--- config.mk ---
export PLATFORM = sky130hd
export DESIGN_NAME = pwm_shadow_regs
export DESIGN_NICKNAME = d
export VERILOG_FILES = /design/src/rtl/pwm_shadow_pkg.sv /design/src/rtl/pwm_shadow_decode.sv /design/src/rtl/pwm_shadow_slot.sv /design/src/rtl/pwm_shadow_regs.sv
export SDC_FILE = /design/constraint.sdc
export NUM_CORES = 1
export LEC_CHECK = 0
export ABC_AREA = 1
export CORE_MARGIN = 10
export CORE_UTILIZATION = 55
export CTS_BUF_LIST = sky130_fd_sc_hd__clkbuf_2 sky130_fd_sc_hd__clkbuf_4 sky130_fd_sc_hd__clkbuf_8
export CTS_CLUSTER_SIZE = 28
export DETAILED_ROUTE_END_ITERATION = 10
export PLACE_DENSITY = 0.81
export SYNTH_ARGS = -nofsm -noshare
export SYNTH_HDL_FRONTEND = slang
export SYNTH_HIERARCHICAL = 1
export SYNTH_SLANG_ARGS = --single-unit
--- constraint.sdc ---
create_clock -name clk -period 1.8 [get_ports clk]
set_clock_uncertainty 0.15 [all_clocks]
set_input_delay 0.36 -clock clk [delete_from_list [all_inputs] [get_ports clk]]
set_output_delay 0.36 -clock clk [all_outputs]
set_load 0.02 [all_outputs]
--- src/rtl/pwm_shadow_pkg.sv ---
package pwm_shadow_pkg;
  typedef enum logic {
    SLOT_DUTY   = 1'b0,
    SLOT_PERIOD = 1'b1
  } slot_kind_e;
endpackage

--- src/rtl/pwm_shadow_decode.sv ---
module pwm_shadow_decode #(
  parameter int N_SLOT = 4,
  parameter int ADDR_W = 2
) (
  input  logic              clk,
  input  logic              rst_n,
  input  logic              wr_valid,
  input  logic [ADDR_W-1:0] wr_addr,
  output logic [N_SLOT-1:0] hit
);
  always_comb begin
    hit = '0;
    for (int k = 0; k < N_SLOT; k++) begin
      if (wr_valid && (int'(wr_addr) == k)) hit[k] = 1'b1;
    end
  end

  // at most one buffer selected, and one selected for every in-range write
  a_r2_single_target: assert property (@(posedge clk) disable iff (!rst_n)
    (wr_valid && (int'(wr_addr) < N_SLOT)) |-> $countones(hit) == 1);
  a_r2_no_stray_target: assert property (@(posedge clk) disable iff (!rst_n)
    !wr_valid |-> hit == '0);
endmodule

--- src/rtl/pwm_shadow_slot.sv ---
module pwm_shadow_slot
  import pwm_shadow_pkg::*;
#(
  parameter int         W    = 16,
  parameter slot_kind_e KIND = SLOT_DUTY
) (
  input  logic         clk,
  input  logic         rst_n,
  input  logic         wr_hit,
  input  logic [W-1:0] wr_data,
  input  logic         lock,
  input  logic         imm_upd,
  input  logic         boundary,
  output logic [W-1:0] act_q
);
  logic [W-1:0] buf_q;
  logic         xfer;
  logic         fast;

  assign xfer = boundary && !lock;

  generate
    if (KIND == SLOT_DUTY) begin : g_duty
      assign fast = wr_hit && imm_upd;
    end else begin : g_period
      assign fast = 1'b0;
    end
  endgenerate

  always_ff @(posedge clk) begin
    if (!rst_n) begin
      buf_q <= '0;
    end else if (wr_hit) begin
      buf_q <= wr_data;
    end
  end

  always_ff @(posedge clk) begin
    if (!rst_n) begin
      act_q <= '0;
    end else if (fast) begin
      act_q <= wr_data;
    end else if (xfer) begin
      act_q <= buf_q;
    end
  end

  // accepted write lands in the buffer
  a_r2_buffer_capture: assert property (@(posedge clk) disable iff (!rst_n)
    wr_hit |=> buf_q == $past(wr_data));
  // no transfer, no immediate write -> active holds
  a_r2_active_holds: assert property (@(posedge clk) disable iff (!rst_n)
    (!boundary && !(wr_hit && imm_upd && KIND == SLOT_DUTY)) |=> $stable(act_q));
  // lockout freezes the active register
  a_r4_lock_freezes: assert property (@(posedge clk) disable iff (!rst_n)
    (lock && !(wr_hit && imm_upd && KIND == SLOT_DUTY)) |=> $stable(act_q));
  // boundary copies the previous buffer content
  a_r3_boundary_copy: assert property (@(posedge clk) disable iff (!rst_n)
    (boundary && !lock && !(wr_hit && imm_upd)) |=> act_q == $past(buf_q));
  // immediate duty write arrives next cycle
  a_r5_immediate_duty: assert property (@(posedge clk) disable iff (!rst_n)
    (KIND == SLOT_DUTY && wr_hit && imm_upd) |=> act_q == $past(wr_data));
endmodule

--- src/rtl/pwm_shadow_regs.sv ---
module pwm_shadow_regs
  import pwm_shadow_pkg::*;
#(
  parameter int W      = 16,
  parameter int N_DUTY = 3,
  localparam int N_SLOT = N_DUTY + 1,
  localparam int ADDR_W = $clog2(N_SLOT)
) (
  input  logic                clk,
  input  logic                rst_n,
  input  logic                wr_valid,
  output logic                wr_ready,
  input  logic [ADDR_W-1:0]   wr_addr,
  input  logic [W-1:0]        wr_data,
  input  logic                lock,
  input  logic                imm_upd,
  input  logic                boundary,
  output logic [N_DUTY*W-1:0] duty_act,
  output logic [W-1:0]        period_act
);
  logic [N_SLOT-1:0] hit;

  // the write stream is never stalled
  assign wr_ready = 1'b1;

  pwm_shadow_decode #(.N_SLOT(N_SLOT), .ADDR_W(ADDR_W)) u_dec (
    .clk(clk), .rst_n(rst_n), .wr_valid(wr_valid), .wr_addr(wr_addr), .hit(hit)
  );

  generate
    for (genvar k = 0; k < N_DUTY; k++) begin : g_duty_slot
      pwm_shadow_slot #(.W(W), .KIND(SLOT_DUTY)) u_slot (
        .clk(clk), .rst_n(rst_n), .wr_hit(hit[k]), .wr_data(wr_data),
        .lock(lock), .imm_upd(imm_upd), .boundary(boundary),
        .act_q(duty_act[k*W +: W])
      );
    end
  endgenerate

  pwm_shadow_slot #(.W(W), .KIND(SLOT_PERIOD)) u_period (
    .clk(clk), .rst_n(rst_n), .wr_hit(hit[N_DUTY]), .wr_data(wr_data),
    .lock(lock), .imm_upd(imm_upd), .boundary(boundary),
    .act_q(period_act)
  );

  // a period write under immediate update alone leaves the period alone
  a_r6_period_no_fast_path: assert property (@(posedge clk) disable iff (!rst_n)
    (hit[N_DUTY] && imm_upd && !boundary) |=> $stable(period_act));

  a_r10_always_ready: assert property (@(posedge clk) disable iff (!rst_n)
    wr_ready);
endmodule

# Yosys cells after proc, flatten, opt, wreduce, memory -nomap -nowiden
# Index checks and enable logic that the tools add are counted.
[word_totals]
ff_bits = 128
inputBits = 24
output_inout_bits = 65
wordCells = 34
[op_classes]
n_eq_ne = 3
muxes = 10
n_reduce_logical = 13
[op_table]
columns = ["op", "n"]
rows = [
  ["2-to-1 mux 16 bit", 6],
  ["logical AND 1 bit", 8],
  ["nonzero test 2 bit", 3],
  ["== test 2 bit (second input constant)", 2],
  ["2-to-1 mux 1 bit", 4],
  ["== test 2 x 1 -> 1 bit (second input constant)", 1],
  ["zero test 2 bit", 1],
  ["zero test 1 bit", 1],
]

# Depth between registers and ports, before layout
[depth]
depth_word = 5
mapped_depth = 10
depth_no_buf = 9

# Modules after synthesis
# Netlist, hierarchy kept.
[by_module_without_submodules]
columns = ["module", "instances", "cells_each", "area_each_um2", "seq_area_each_um2"]
rows = [
  ["pwm_shadow_slot at g_duty_slot[0].u_slot ...", 3, 197, 1460.2, 640.6],
  ["pwm_shadow_slot at u_period", 1, 173, 1239.9, 640.6],
  ["pwm_shadow_decode", 1, 8, 30.0, 0.0],
  ["pwm_shadow_regs", 1, 2, 11.3, 0.0],
]

# Least setup slack after synthesis
# Ideal clock, no wire load.
[synth_timing]
path_type = "input port to flip-flop"
start = "input port wr_addr[1]"
end = "register g_duty_slot[0].u_slot.act_q[10]"
setup_time_ns = 0.116
t_arrival_ns = 1.153
required_time_ns = 1.534
path_slack_ns = 0.381
path_stages = 10
n_path_buf = 2
path_cell_list = "inv_1 nand2_1 nor2_1 buf_6 nand2_8 buf_6 nand2_1 nand2_1 nor2_1 nor2_1"
[synth_between]
elab_chain_len = 5
elab_cells_between_ends = 6
cone_classes = "mux: 2; reduce/logical: 4"
[synth_rtl]
columns = ["item", "line", "text"]
rows = [
  ["from (decl)", "pwm_shadow_regs.sv:13", "input logic [ADDR_W-1:0] wr_addr,"],
  ["zero test 2 bit (*)", "pwm_shadow_decode.sv:14", "if (wr_valid && (int'(wr_addr) == k)) hit[k] = 1'b1;"],
  ["logical AND 1 bit (*)", "pwm_shadow_decode.sv:14", ""],
  ["2-to-1 mux 1 bit (*)", "pwm_shadow_decode.sv:14", ""],
  ["net hit[0]", "pwm_shadow_regs.sv:21", "logic [N_SLOT-1:0] hit;"],
  ["logical AND 1 bit (*)", "pwm_shadow_slot.sv:24", "assign fast = wr_hit && imm_upd;"],
  ["2-to-1 mux 16 bit / nonzero test 2 bit (equally long branches)", "--", ""],
  ["to (signal assigned)", "pwm_shadow_slot.sv:42", "act_q <= wr_data;"],
  ["to (signal assigned)", "pwm_shadow_slot.sv:44", "act_q <= buf_q;"],
  ["to (decl)", "pwm_shadow_slot.sv:14", "output logic [W-1:0] act_q"],
]
# The timed path passes the listed nets; every way through them passes the cells marked *.
# A chain may end at the register's enable or synchronous reset.

# Final worst setup path
[layout_timing]
start = "register g_duty_slot[1].u_slot.act_q[0]"
end = "output port duty_act[16]"
[layout_rtl]
columns = ["item", "line", "text"]
rows = [
  ["from (decl)", "pwm_shadow_slot.sv:14", ""],
  ["from (signal assigned)", "pwm_shadow_slot.sv:42", ""],
  ["from (signal assigned)", "pwm_shadow_slot.sv:44", ""],
  ["to (decl)", "pwm_shadow_regs.sv:18", "output logic [N_DUTY*W-1:0] duty_act,"],
]
# No word-level cell between the ends.

==> results.toml <==
[sta]
period_minus_slack_ns = 1.66
final_hold_vios = 0
grt_setup_unrepaired = "false"
layout_setup_ws_ns = 0.139
finalCritPeriodShare = 0.923
relSlewSlack = 0.660
setup_viol_count_final = 0
worst_pin_slew_ns = 0.510
report.final.slew_viol_count = 0
fmaxAchievable_mhz = 602

[critical_path]
worst_path_dominant_cell_family = "buffers and inverters"
crit_path_start_kind = "register"
critical_path_depth = 1
worstSetupPathType = "reg2out"
critical-path-max-stage-delay_ns = 0.36
timing.critical_path.slowest_stage_cell = "sky130_fd_sc_hd__dlygate4sd2_1"
worstRegToRegCells = 4
cp-end-kind = "primary output"
timing.critical_path.fanout_max = 2
cp_data_required_time_ns = 1.29
crit_buf_inv = 1
path_cells = "dlygate4sd2_1"
cp_data_arrival_time_ns = 1.15

[synth]
yosysWarningCount = 6
synth_edf_count = 0
post_synthesis_net_count = 798
post_synth.cell_area_avg_um2 = 7.31
ys_types = 21
postSynth.topFlopCell = "sky130_fd_sc_hd__dfxtp_1"
seq_area_frac_synth = 0.453
mappedNetlistArea_mm2 = 0.00566
ys_ff_latch = 128
synthCells = 774
async_flop_share = 0

[place]
dp_slack_ns = -0.240
numPortBuffers = 87
placed_cells = 994
gpl.final_weighted_congestion = 0.823
dpl.hpwl_mm = 10.8

[clocking]
tritoncts = "built"
clockRootBuffer = "sky130_fd_sc_hd__clkbuf_8"
cts-root-to-sink-buffers = 2
insertion_delay_ns = 0.45
cts_sinks = 128
cts_inserted_buffers = 17
htree_num_levels = 4
cts.hold.buffers_added = 0
clkTransAtPathRegs_ns = 0.08

[route]
first_pass_iters = 5
wl_mm = 15.4
drtAntennaViolNets = 0
detailed_route_vias_per_instance = 5.25
dr.first_iter.drc_count = 420
count_of_vias_placed_by_the_detailed_router = 5382
remaining_drc_errors = 0
routed_wire_length_per_instance_um = 15.0

[floorplanning]
num_rows = 36
die_w_um = 121
core-area_mm2 = 0.00991
num_io_pins = 89
initial_core_util = 0.571
fp.dieArea_mm2 = 0.0148
chipHeight_um = 121

[final_layout]
area_growth_syn_to_layout_pct = 26.6
fin_cells = 1026
antenna_cells = 0
num-fill-cells = 788
net_count_of_the_finished_layout = 904
post_route_cells_drive_above_1_share = 0.158

[grt]
grt_max_degree = 25
gr-usage-all-layers = 0.209
grt_overflow = 0
grt_first_pass_wirelength_mm = 24.9
first_global_vias = 5281
number_of_antenna_violations_at_the_first_check_in_global_routing = 0

[power]
power_consumption_mw = 6.50
cellPowerDensity_mw_per_mm2 = 906
vdd_ir_drop_max_mv = 0.570
static-leakage-power_nw = 3.51

[job]
drv_cap = 0

[worst_hold_path]
worst_hold_path.num_cells = 3
holdCritPathClass = "in2reg"

[status]
status = "finished, final reports clean"
-- final cells by class --
cell class | count | area (um^2) | area share
inverter | 57 | 214 | 0.0298
clock inverter | 14 | 165 | 0.0230
clock buffer | 18 | 248 | 0.0346
timing repair buffer | 133 | 1270 | 0.177
tap | 133 | 166 | 0.0232
multi-input combinational | 543 | 2540 | 0.355
sequential | 128 | 2560 | 0.357
-- layer usage --
layer,vias up,track usage,share of wire
met5,-,0,0
met4,0,0.104,0.029
met3,41,0.0614,0.088
met2,221,0.351,0.49
met1,2468,0.237,0.39
li1,2652,-,-
-- synthesized netlist by cell type, types with 3 or more instances --
cell type,number,area (um^2)
sky130_fd_sc_hd__a21oi_1,18,90.1
sky130_fd_sc_hd__a21oi_2,24,210
sky130_fd_sc_hd__buf_12,3,60.1
sky130_fd_sc_hd__buf_2,14,70.1
sky130_fd_sc_hd__buf_4,7,52.6
sky130_fd_sc_hd__buf_6,10,113
sky130_fd_sc_hd__clkbuf_1,10,37.5
sky130_fd_sc_hd__dfxtp_1,128,2560
sky130_fd_sc_hd__inv_1,53,199
sky130_fd_sc_hd__inv_2,4,15.0
sky130_fd_sc_hd__nand2_1,138,518
sky130_fd_sc_hd__nand2_2,27,169
sky130_fd_sc_hd__nand2_8,6,120
sky130_fd_sc_hd__nand3_1,73,365
sky130_fd_sc_hd__nor2_1,176,661
sky130_fd_sc_hd__o21ai_0,73,365
sky130_fd_sc_hd__o21ai_1,6,30.0
-- final timing paths --
path                                  startpoint  slack (ns)                        endpoint
setup reg to reg  g_duty_slot[0].u_slot/buf_q[4]        0.92  g_duty_slot[0].u_slot/act_q[4]
setup / recovery  g_duty_slot[1].u_slot/act_q[0]        0.14                    duty_act[16]
hold reg to reg                u_period/act_q[3]        0.33               u_period/act_q[3]
hold / removal                             rst_n        0.18              u_period/act_q[12]
-- cell usage in the layout, fill, tap and decap left out --
master	n
sky130_fd_sc_hd__dlygate4sd2_1	64
sky130_fd_sc_hd__buf_12	11
sky130_fd_sc_hd__bufinv_16	3
sky130_fd_sc_hd__clkdlybuf4s50_1	22
sky130_fd_sc_hd__nand2_2	27
sky130_fd_sc_hd__nor2_4	1
sky130_fd_sc_hd__inv_2	4
sky130_fd_sc_hd__nand2_1	138
sky130_fd_sc_hd__nand3_1	73
sky130_fd_sc_hd__a21oi_2	24
sky130_fd_sc_hd__clkbuf_8	18
sky130_fd_sc_hd__buf_4	35
sky130_fd_sc_hd__dfxtp_1	128
sky130_fd_sc_hd__buf_2	1
sky130_fd_sc_hd__inv_6	1
sky130_fd_sc_hd__conb_1	1
sky130_fd_sc_hd__a21oi_1	18
sky130_fd_sc_hd__nand2_8	6
sky130_fd_sc_hd__o21ai_0	73
sky130_fd_sc_hd__clkinvlp_4	5
sky130_fd_sc_hd__clkinv_2	4
sky130_fd_sc_hd__clkinv_4	1
sky130_fd_sc_hd__nor2_1	176
sky130_fd_sc_hd__o21ai_1	6
sky130_fd_sc_hd__inv_1	53
-- power by group --
group	leakage, nW	internal [mW]	switching (mW)
logic	2.26	0.342	0.552
clock network	0.197	1.40	1.16
registers	1.05	2.97	0.0679
-- sequential cells by signal (all words and copies together) (netlist names) --
signal / cells
u_period/act_q: 16
g_duty_slot.u_slot/buf_q: 48
g_duty_slot.u_slot/act_q: 48
u_period/buf_q: 16
-- stage by stage --
step / TNS (ns) / instance area (um^2) / utilization / hold WS [ns]
6_report: 0 / 7170 / 0.723 / 0.182
5_1_grt: 0 / 7170 / 0.723 / 0.204
4_1_cts: 0 / 7170 / 0.723 / 0.173
3_5_place_dp: -16.61 / 6840 / 0.690 / 0.322
3_3_place_gp: -12.14 / 6840 / 0.690 / 0.313
2_1_floorplan: 0 / 5660 / - / 0.313
-- timing repair --
item,CTS,global route
setup endpoints to repair,64,0
hold endpoints to repair,0,0
gates resized for setup,64,0
buffers inserted,0,0
-- cell families (layout without fill, tap and decap cells) --
logic type | Yosys count | after routing | synth area share
AO/OA/AOI/OAI | 121 | 121 | 0.123
flip-flops | 128 | 128 | 0.453
AND/OR/NAND/NOR | 421 | 421 | 0.326
other | 1 | 1 | 0.000662
buffers and inverters | 103 | 222 | 0.0981
-- worst min-delay path: stages --
cell and delay (ns):
sky130_fd_sc_hd__buf_2 0.23, sky130_fd_sc_hd__nand2_1 0.12, sky130_fd_sc_hd__nor2_1 0.03
Power figures use the tool's default switching activity.
